## config.mk

```make
export PLATFORM = sky130hd
export DESIGN_NAME = irq_dual_fe
export DESIGN_NICKNAME = d
export VERILOG_FILES = /design/src/rtl/irq_fe_pkg.sv /design/src/rtl/irq_pend_reg.sv /design/src/rtl/irq_gie_ctl.sv /design/src/rtl/irq_prio_sel.sv /design/src/rtl/irq_core_fe.sv /design/src/rtl/irq_dual_fe.sv
export SDC_FILE = /design/constraint.sdc
export NUM_CORES = 1
export LEC_CHECK = 0
export ABC_AREA = 1
export BUFFER_PORTS_ARGS = -buffer_cell sky130_fd_sc_hd__buf_2
export CAP_MARGIN = 25
export CORE_ASPECT_RATIO = 2
export CORE_MARGIN = 1.5
export CORE_UTILIZATION = 43
export CTS_CLUSTER_SIZE = 40
export DETAILED_ROUTE_END_ITERATION = 7
export GPL_ROUTABILITY_DRIVEN = 1
export GPL_TIMING_DRIVEN = 0
export PLACE_DENSITY_LB_ADDON = 0.08
export SETUP_SLACK_MARGIN = 0.1
export SLEW_MARGIN = 10
export SYNTH_ARGS = -nofsm -noshare
export SYNTH_HDL_FRONTEND = slang
export SYNTH_SLANG_ARGS = --single-unit
export TNS_END_PERCENT = 20
```

## constraint.sdc

```tcl
create_clock -name clk -period 2.05 [get_ports clk]
set_clock_uncertainty 0.15 [all_clocks]
set_input_delay 0.3075 -clock clk [delete_from_list [all_inputs] [get_ports clk]]
set_output_delay 0.3075 -clock clk [all_outputs]
set_load 0.005 [all_outputs]
```

## src/rtl/irq_fe_pkg.sv

```systemverilog
// Package: shared types for the interrupt front end.
// Assumes: nothing beyond IEEE 1800-2017.
package irq_fe_pkg;

    // Action on the global enable flag in one cycle
    typedef enum logic [1:0] {
        GIE_KEEP = 2'd0,
        GIE_SET  = 2'd1,
        GIE_CLR  = 2'd2
    } gie_op_e;

    // Status word layout
    localparam int STAT_W  = 16;
    localparam int GIE_BIT = 14;

endpackage

```

## src/rtl/irq_pend_reg.sv

```systemverilog
// Module: irq_pend_reg
// Holds one pending bit per source. A pulse sets its bit. A service
// acknowledge clears the bit of the named source, and a pulse in the
// same cycle wins over the clear.
// Assumes: pulses are one cycle wide and synchronous to clk.
module irq_pend_reg #(
    parameter int NUM_SRC = 8,
    localparam int IDW    = (NUM_SRC > 1) ? $clog2(NUM_SRC) : 1
) (
    input  logic               clk,
    input  logic               rst_n,
    input  logic [NUM_SRC-1:0] pulse_i,
    input  logic               ack_i,
    input  logic [IDW-1:0]     ack_src_i,
    output logic [NUM_SRC-1:0] pend_o
);

    logic [NUM_SRC-1:0] pend_q;
    logic [NUM_SRC-1:0] clr_vec;

    // Decode the acknowledged source into a clear vector
    always_comb begin
        for (int s = 0; s < NUM_SRC; s++) begin
            clr_vec[s] = ack_i && (ack_src_i == IDW'(s));
        end
    end

    // Update the pending bits: clear first, then set from pulses
    always_ff @(posedge clk) begin
        if (!rst_n) begin
            pend_q <= '0;
        end else begin
            pend_q <= (pend_q & ~clr_vec) | pulse_i;
        end
    end

    assign pend_o = pend_q;

    AST_PULSE_LATCHED: assert property (@(posedge clk) disable iff (!rst_n)
        (|pulse_i) |=> ((pend_q & $past(pulse_i)) == $past(pulse_i)));

    AST_ACK_CLEARS: assert property (@(posedge clk) disable iff (!rst_n)
        (ack_i && !pulse_i[ack_src_i]) |=> !pend_q[$past(ack_src_i)]);

    AST_UNACKED_HELD: assert property (@(posedge clk) disable iff (!rst_n)
        !ack_i |=> ((pend_q & $past(pend_q)) == $past(pend_q)));

endmodule

```

## src/rtl/irq_gie_ctl.sv

```systemverilog
// Module: irq_gie_ctl
// Global interrupt enable flag of one core. Enable and return strobes
// set it; disable and service-start strobes clear it. Clearing wins.
// Assumes: strobes are one cycle wide, from the core's decoder.
module irq_gie_ctl
    import irq_fe_pkg::*;
(
    input  logic clk,
    input  logic rst_n,
    input  logic ei_i,
    input  logic di_i,
    input  logic iret_i,
    input  logic svc_i,
    output logic gie_o
);

    gie_op_e op;
    logic    gie_q;

    // Resolve the strobes into one action; clearing has priority
    always_comb begin
        if (di_i || svc_i) begin
            op = GIE_CLR;
        end else if (ei_i || iret_i) begin
            op = GIE_SET;
        end else begin
            op = GIE_KEEP;
        end
    end

    // Apply the action to the flag
    always_ff @(posedge clk) begin
        if (!rst_n) begin
            gie_q <= 1'b0;
        end else begin
            case (op)
                GIE_SET: gie_q <= 1'b1;
                GIE_CLR: gie_q <= 1'b0;
                default: gie_q <= gie_q;
            endcase
        end
    end

    assign gie_o = gie_q;

    AST_CLEAR_WINS: assert property (@(posedge clk) disable iff (!rst_n)
        (di_i || svc_i) |=> !gie_q);

    AST_SET_TAKES: assert property (@(posedge clk) disable iff (!rst_n)
        ((ei_i || iret_i) && !di_i && !svc_i) |=> gie_q);

    AST_NO_STROBE_HOLDS: assert property (@(posedge clk) disable iff (!rst_n)
        !(ei_i || di_i || iret_i || svc_i) |=> $stable(gie_q));

endmodule

```

## src/rtl/irq_prio_sel.sv

```systemverilog
// Module: irq_prio_sel
// Finds the lowest-numbered candidate and gates the request with the
// global enable. Purely combinational.
// Assumes: cand_i is already pending AND mask.
module irq_prio_sel #(
    parameter int NUM_SRC = 8,
    localparam int IDW    = (NUM_SRC > 1) ? $clog2(NUM_SRC) : 1
) (
    input  logic [NUM_SRC-1:0] cand_i,
    input  logic               gie_i,
    output logic               req_o,
    output logic [IDW-1:0]     src_o
);

    logic [IDW-1:0] low_idx;

    // Scan from the top down so the lowest index is kept last
    always_comb begin
        low_idx = '0;
        for (int s = NUM_SRC - 1; s >= 0; s--) begin
            if (cand_i[s]) begin
                low_idx = IDW'(s);
            end
        end
    end

    // Drive the request and source only when enabled
    always_comb begin
        req_o = gie_i && (|cand_i);
        src_o = req_o ? low_idx : '0;
    end

endmodule

```

## src/rtl/irq_core_fe.sv

```systemverilog
// Module: irq_core_fe
// Interrupt front end of one core: pending register, global enable,
// priority selection and status word.
// Assumes: synchronous active-low reset shared with the other core.
module irq_core_fe
    import irq_fe_pkg::*;
#(
    parameter int NUM_SRC = 8,
    localparam int IDW    = (NUM_SRC > 1) ? $clog2(NUM_SRC) : 1
) (
    input  logic               clk,
    input  logic               rst_n,
    input  logic [NUM_SRC-1:0] pulse_i,
    input  logic [NUM_SRC-1:0] mask_i,
    input  logic               ei_i,
    input  logic               di_i,
    input  logic               iret_i,
    input  logic               svc_i,
    input  logic [IDW-1:0]     svc_src_i,
    output logic               req_o,
    output logic [IDW-1:0]     src_o,
    output logic [STAT_W-1:0]  status_o
);

    logic [NUM_SRC-1:0] pend;
    logic [NUM_SRC-1:0] cand;
    logic               gie;

    irq_pend_reg #(.NUM_SRC(NUM_SRC)) u_pend (
        .clk       (clk),
        .rst_n     (rst_n),
        .pulse_i   (pulse_i),
        .ack_i     (svc_i),
        .ack_src_i (svc_src_i),
        .pend_o    (pend)
    );

    irq_gie_ctl u_gie (
        .clk    (clk),
        .rst_n  (rst_n),
        .ei_i   (ei_i),
        .di_i   (di_i),
        .iret_i (iret_i),
        .svc_i  (svc_i),
        .gie_o  (gie)
    );

    // Qualify pending sources with the per-source enables
    assign cand = pend & mask_i;

    irq_prio_sel #(.NUM_SRC(NUM_SRC)) u_sel (
        .cand_i (cand),
        .gie_i  (gie),
        .req_o  (req_o),
        .src_o  (src_o)
    );

    // Place the global enable in its status bit
    always_comb begin
        status_o          = '0;
        status_o[GIE_BIT] = gie;
    end

    AST_REQ_NEEDS_GIE: assert property (@(posedge clk) disable iff (!rst_n)
        req_o |-> gie);

    AST_SRC_IS_LOWEST: assert property (@(posedge clk) disable iff (!rst_n)
        req_o |-> (cand[src_o] && ((cand & ~({NUM_SRC{1'b1}} << src_o)) == '0)));

    AST_IDLE_SRC_ZERO: assert property (@(posedge clk) disable iff (!rst_n)
        !req_o |-> (src_o == '0));

    AST_AFTER_SVC_QUIET: assert property (@(posedge clk) disable iff (!rst_n)
        svc_i |=> !req_o);

endmodule

```

## src/rtl/irq_dual_fe.sv

```systemverilog
// Module: irq_dual_fe
// Two independent per-core interrupt front ends that share a device
// reset. Per-core signals are packed side by side, core 0 in the low
// slice.
// Assumes: both cores run on the same clock.
module irq_dual_fe
    import irq_fe_pkg::*;
#(
    parameter int NUM_CORES = 2,
    parameter int NUM_SRC   = 8,
    localparam int IDW      = (NUM_SRC > 1) ? $clog2(NUM_SRC) : 1
) (
    input  logic                          clk,
    input  logic                          rst_n,
    input  logic [NUM_CORES*NUM_SRC-1:0]  irq_pulse,
    input  logic [NUM_CORES*NUM_SRC-1:0]  irq_mask,
    input  logic [NUM_CORES-1:0]          ei_stb,
    input  logic [NUM_CORES-1:0]          di_stb,
    input  logic [NUM_CORES-1:0]          iret_stb,
    input  logic [NUM_CORES-1:0]          svc_stb,
    input  logic [NUM_CORES*IDW-1:0]      svc_src,
    output logic [NUM_CORES-1:0]          irq_req,
    output logic [NUM_CORES*IDW-1:0]      irq_src,
    output logic [NUM_CORES*STAT_W-1:0]   status_word
);

    // One front end per core, each on its own slice
    for (genvar c = 0; c < NUM_CORES; c++) begin : g_core
        irq_core_fe #(.NUM_SRC(NUM_SRC)) u_core (
            .clk       (clk),
            .rst_n     (rst_n),
            .pulse_i   (irq_pulse[c*NUM_SRC +: NUM_SRC]),
            .mask_i    (irq_mask[c*NUM_SRC +: NUM_SRC]),
            .ei_i      (ei_stb[c]),
            .di_i      (di_stb[c]),
            .iret_i    (iret_stb[c]),
            .svc_i     (svc_stb[c]),
            .svc_src_i (svc_src[c*IDW +: IDW]),
            .req_o     (irq_req[c]),
            .src_o     (irq_src[c*IDW +: IDW]),
            .status_o  (status_word[c*STAT_W +: STAT_W])
        );

        AST_STATUS_SPARE_ZERO: assert property (@(posedge clk) disable iff (!rst_n)
            ((status_word[c*STAT_W +: STAT_W] & ~(STAT_W'(1) << GIE_BIT)) == '0));
    end

endmodule

```

==> flow_summary.json <==
{
  "outcome": "complete, no violations",
  "rows": 27,
  "postCtsHoldBufs": 0,
  "n_antenna_cell": 0,
  "clockBufferDepth": 2,
  "netlist_area_mm2": 0.00121,
  "initialDrtViolationCount": 21,
  "antenna_left": 0,
  "critPathKind": "reg2out",
  "vdd_drop_max_mv": 0.422,
  "io_buffers": 57,
  "drc": 0,
  "areaGrowthSynthToFinish_pct": 40.1,
  "clock_sinks": 18,
  "grt_pass1_vias": 1140,
  "max_freq_ghz": 0.567,
  "period_needed_ns": 1.76,
  "cp.required_ns": 1.59,
  "clkSlewWorstSetupHoldPaths_ns": 0.07,
  "tns_ns": 0,
  "yosysWarnings": 0,
  "slew_viol_final": 0,
  "gp_congestion": 0.665,
  "drive_gt1_share_pct": 41.0,
  "rrSetupSlack_ns": 1.18,
  "via_per_inst": 4.27,
  "worstSetupStartpoint": "g_core[1].u_core.u_pend.pend_o[5]$_SDFF_PN0_",
  "r2r.worst_path.cells": 2,
  "drt_pass1_iterations": 4,
  "synth.avg_cell_area_um2": 6.69,
  "io_pins": 88,
  "coreArea_mm2": 0.00270,
  "clk_latency_ns": 0.26,
  "grt_max_degree": 11,
  "grt_first_pass_wirelength_um": 4290,
  "endpoint": "irq_req[1]",
  "cts_made_buffers": 3,
  "grt_use_total_pct": 18.9,
  "grt_overflow_total": 0,
  "grt_antenna_before_repair": 0,
  "r2r_end": "g_core[0].u_core.u_gie.gie_o$_SDFFE_PN0P_",
  "die_height_um": 78.1,
  "post-dp-hpwl_um": 2440,
  "hold_path_class": "in2reg",
  "rr_startpoint": "g_core[0].u_core.u_gie.gie_o$_SDFFE_PN0P_",
  "cp-start-kind": "flip-flop",
  "die_x_um": 40.5,
  "critPathCaptureType": "output port",
  "cts-root-buf": "clkbuf_8",
  "num_vias": 1281,
  "whs_ns": 0.0488,
  "htree_levels": 1,
  "crit_arrival_ns": 1.31,
  "final-hold-violation-count": 0,
  "finalCritPeriodShare_pct": 86.0,
  "postCtsSetupBuffers": 0,
  "fill_cells": 296,
  "synth_cell_types": 18,
  "ys_seq_area_share_pct": 29.8,
  "avgRoutedWirePerCell_um": 9.30,
  "rsz0062_at_grt": "no",
  "power_leakage_nw": 1.06,
  "die-area_mm2": 0.00316,
  "start_util_pct": 44.8,
  "nNetsFinal": 320,
  "power_density_mw_per_mm2": 531,
  "setup_violations": 0,
  "cts_tree": "done",
  "ys_ff_latch": 18,
  "maxCapViolations": 0,
  "wl_um": 2790,
  "cts_resized": 0,
  "synth_cells": 181,
  "cp_max_fo": 3
}
-- how the worst min path moves through the flow --
stage | startpoint | to | slack (ns) | depth (start not counted)
CTS | di_stb[0] | g_core[0].u_core.u_gie.gie_o$_SDFFE_PN0P_ | 0.05 | 2
detailed placement | g_core[1].u_core.u_pend.pend_o[5]$_SDFF_PN0_ | g_core[1].u_core.u_pend.pend_o[5]$_SDFF_PN0_ | 0.32 | 2
finish | di_stb[0] | g_core[0].u_core.u_gie.gie_o$_SDFFE_PN0P_ | 0.05 | 2
global route | di_stb[0] | g_core[0].u_core.u_gie.gie_o$_SDFFE_PN0P_ | 0.04 | 2
floorplan | svc_stb[0] | g_core[0].u_core.u_gie.gie_o$_SDFFE_PN0P_ | 0.24 | 1
global placement | g_core[0].u_core.u_pend.pend_o[0]$_SDFF_PN0_ | g_core[0].u_core.u_pend.pend_o[0]$_SDFF_PN0_ | 0.31 | 2
-- layout make-up --
type,instances,area (um2),share of cell area (%)
Multi-Input combinational cell,130,598,35.3
Sequential cell,18,360,21.2
Timing Repair Buffer,57,285,16.8
Buffer,35,260,15.3
Inverter,27,101,5.97
Clock buffer,4,55.1,3.24
Tap cell,29,36.3,2.14
-- cell families after synthesis --
kind of cell	after synthesis	synth area share, %
AO/OA/AOI/OAI	36	15.1
AND/OR/NAND/NOR	64	25.0
flip-flops	18	29.8
buffers and inverters	62	29.9
other	1	0.310
-- cell usage after synthesis --
master   number  share of area (%)
nand3_1       2               0.83
nor3_1        2               0.83
nand2_1      40                 12
buf_2         1               0.41
nor4b_1       2                1.4
nor2_2        2                1.0
a31oi_1       2                1.0
nor3_2        2                1.7
inv_2         1               0.31
nand2_2      10                5.2
a21oi_1      18                7.4
o21ai_0      16                6.6
nor4_1        2                1.0
conb_1        1               0.31
nor2_1        2               0.62
buf_4        34                 21
dfxtp_1      18                 30
inv_1        26                8.1
-- through the flow --
step | area (um2) | setup slack (ns) | total power, mW | utilization (%) | cells
after floorplan | 1320 | 0.736 | 0.542 | - | 210
after CTS | 1700 | 0.291 | 0.907 | 62.8 | 300
after global routing | 1700 | 0.155 | 0.953 | 62.8 | 300
after detailed placement | 1640 | 0.459 | 0.617 | 60.7 | 296
after global placement | 1640 | 0.472 | 0.614 | 60.7 | 296
final | 1700 | 0.287 | 0.901 | 62.8 | 300
-- state kept, by name (all words and copies together) (netlist names) --
name	cells
g_core.u_core.u_pend.pend_o	16
g_core.u_core.u_gie.gie_o	2
-- layout by cell type (no fill, tap or decap), drive strengths merged, types with 4 or more instances in the layout --
cell type  synthesis  layout
a21oi             18      18
nor2               4       4
inv               27      27
clkbuf             0       4
conb               1      30
buf               35      92
o21ai             16      16
nor3               4       4
dfxtp             18      18
nand2             50      50
-- layer usage --
metal  share of wire, %  vias up  wire length (um)  global-route usage, %
met5                  0        -                 0                      0
met4                1.9        0                53                   8.00
met3                6.4        6               179                   2.54
met2                 60       52              1670                   37.9
met1                 32      536               893                   15.0
li1                   -      687                 -                      -
-- power breakdown --
group          switching (mW)  internal [mW]
registers              0.0119          0.374
logic                   0.111          0.113
clock network           0.120          0.171
total                   0.243          0.658
-- worst max-delay path, cell delays in order, from the launching register on --
cell     delay (ns)
dfxtp_1        0.31
nand2_1        0.11
nand2_1        0.08
nor2_2         0.13
nand2_2        0.07
nand2_2        0.07
inv_1          0.04
buf_4          0.11
buf_2          0.11
(Power assumes the default switching activity.)
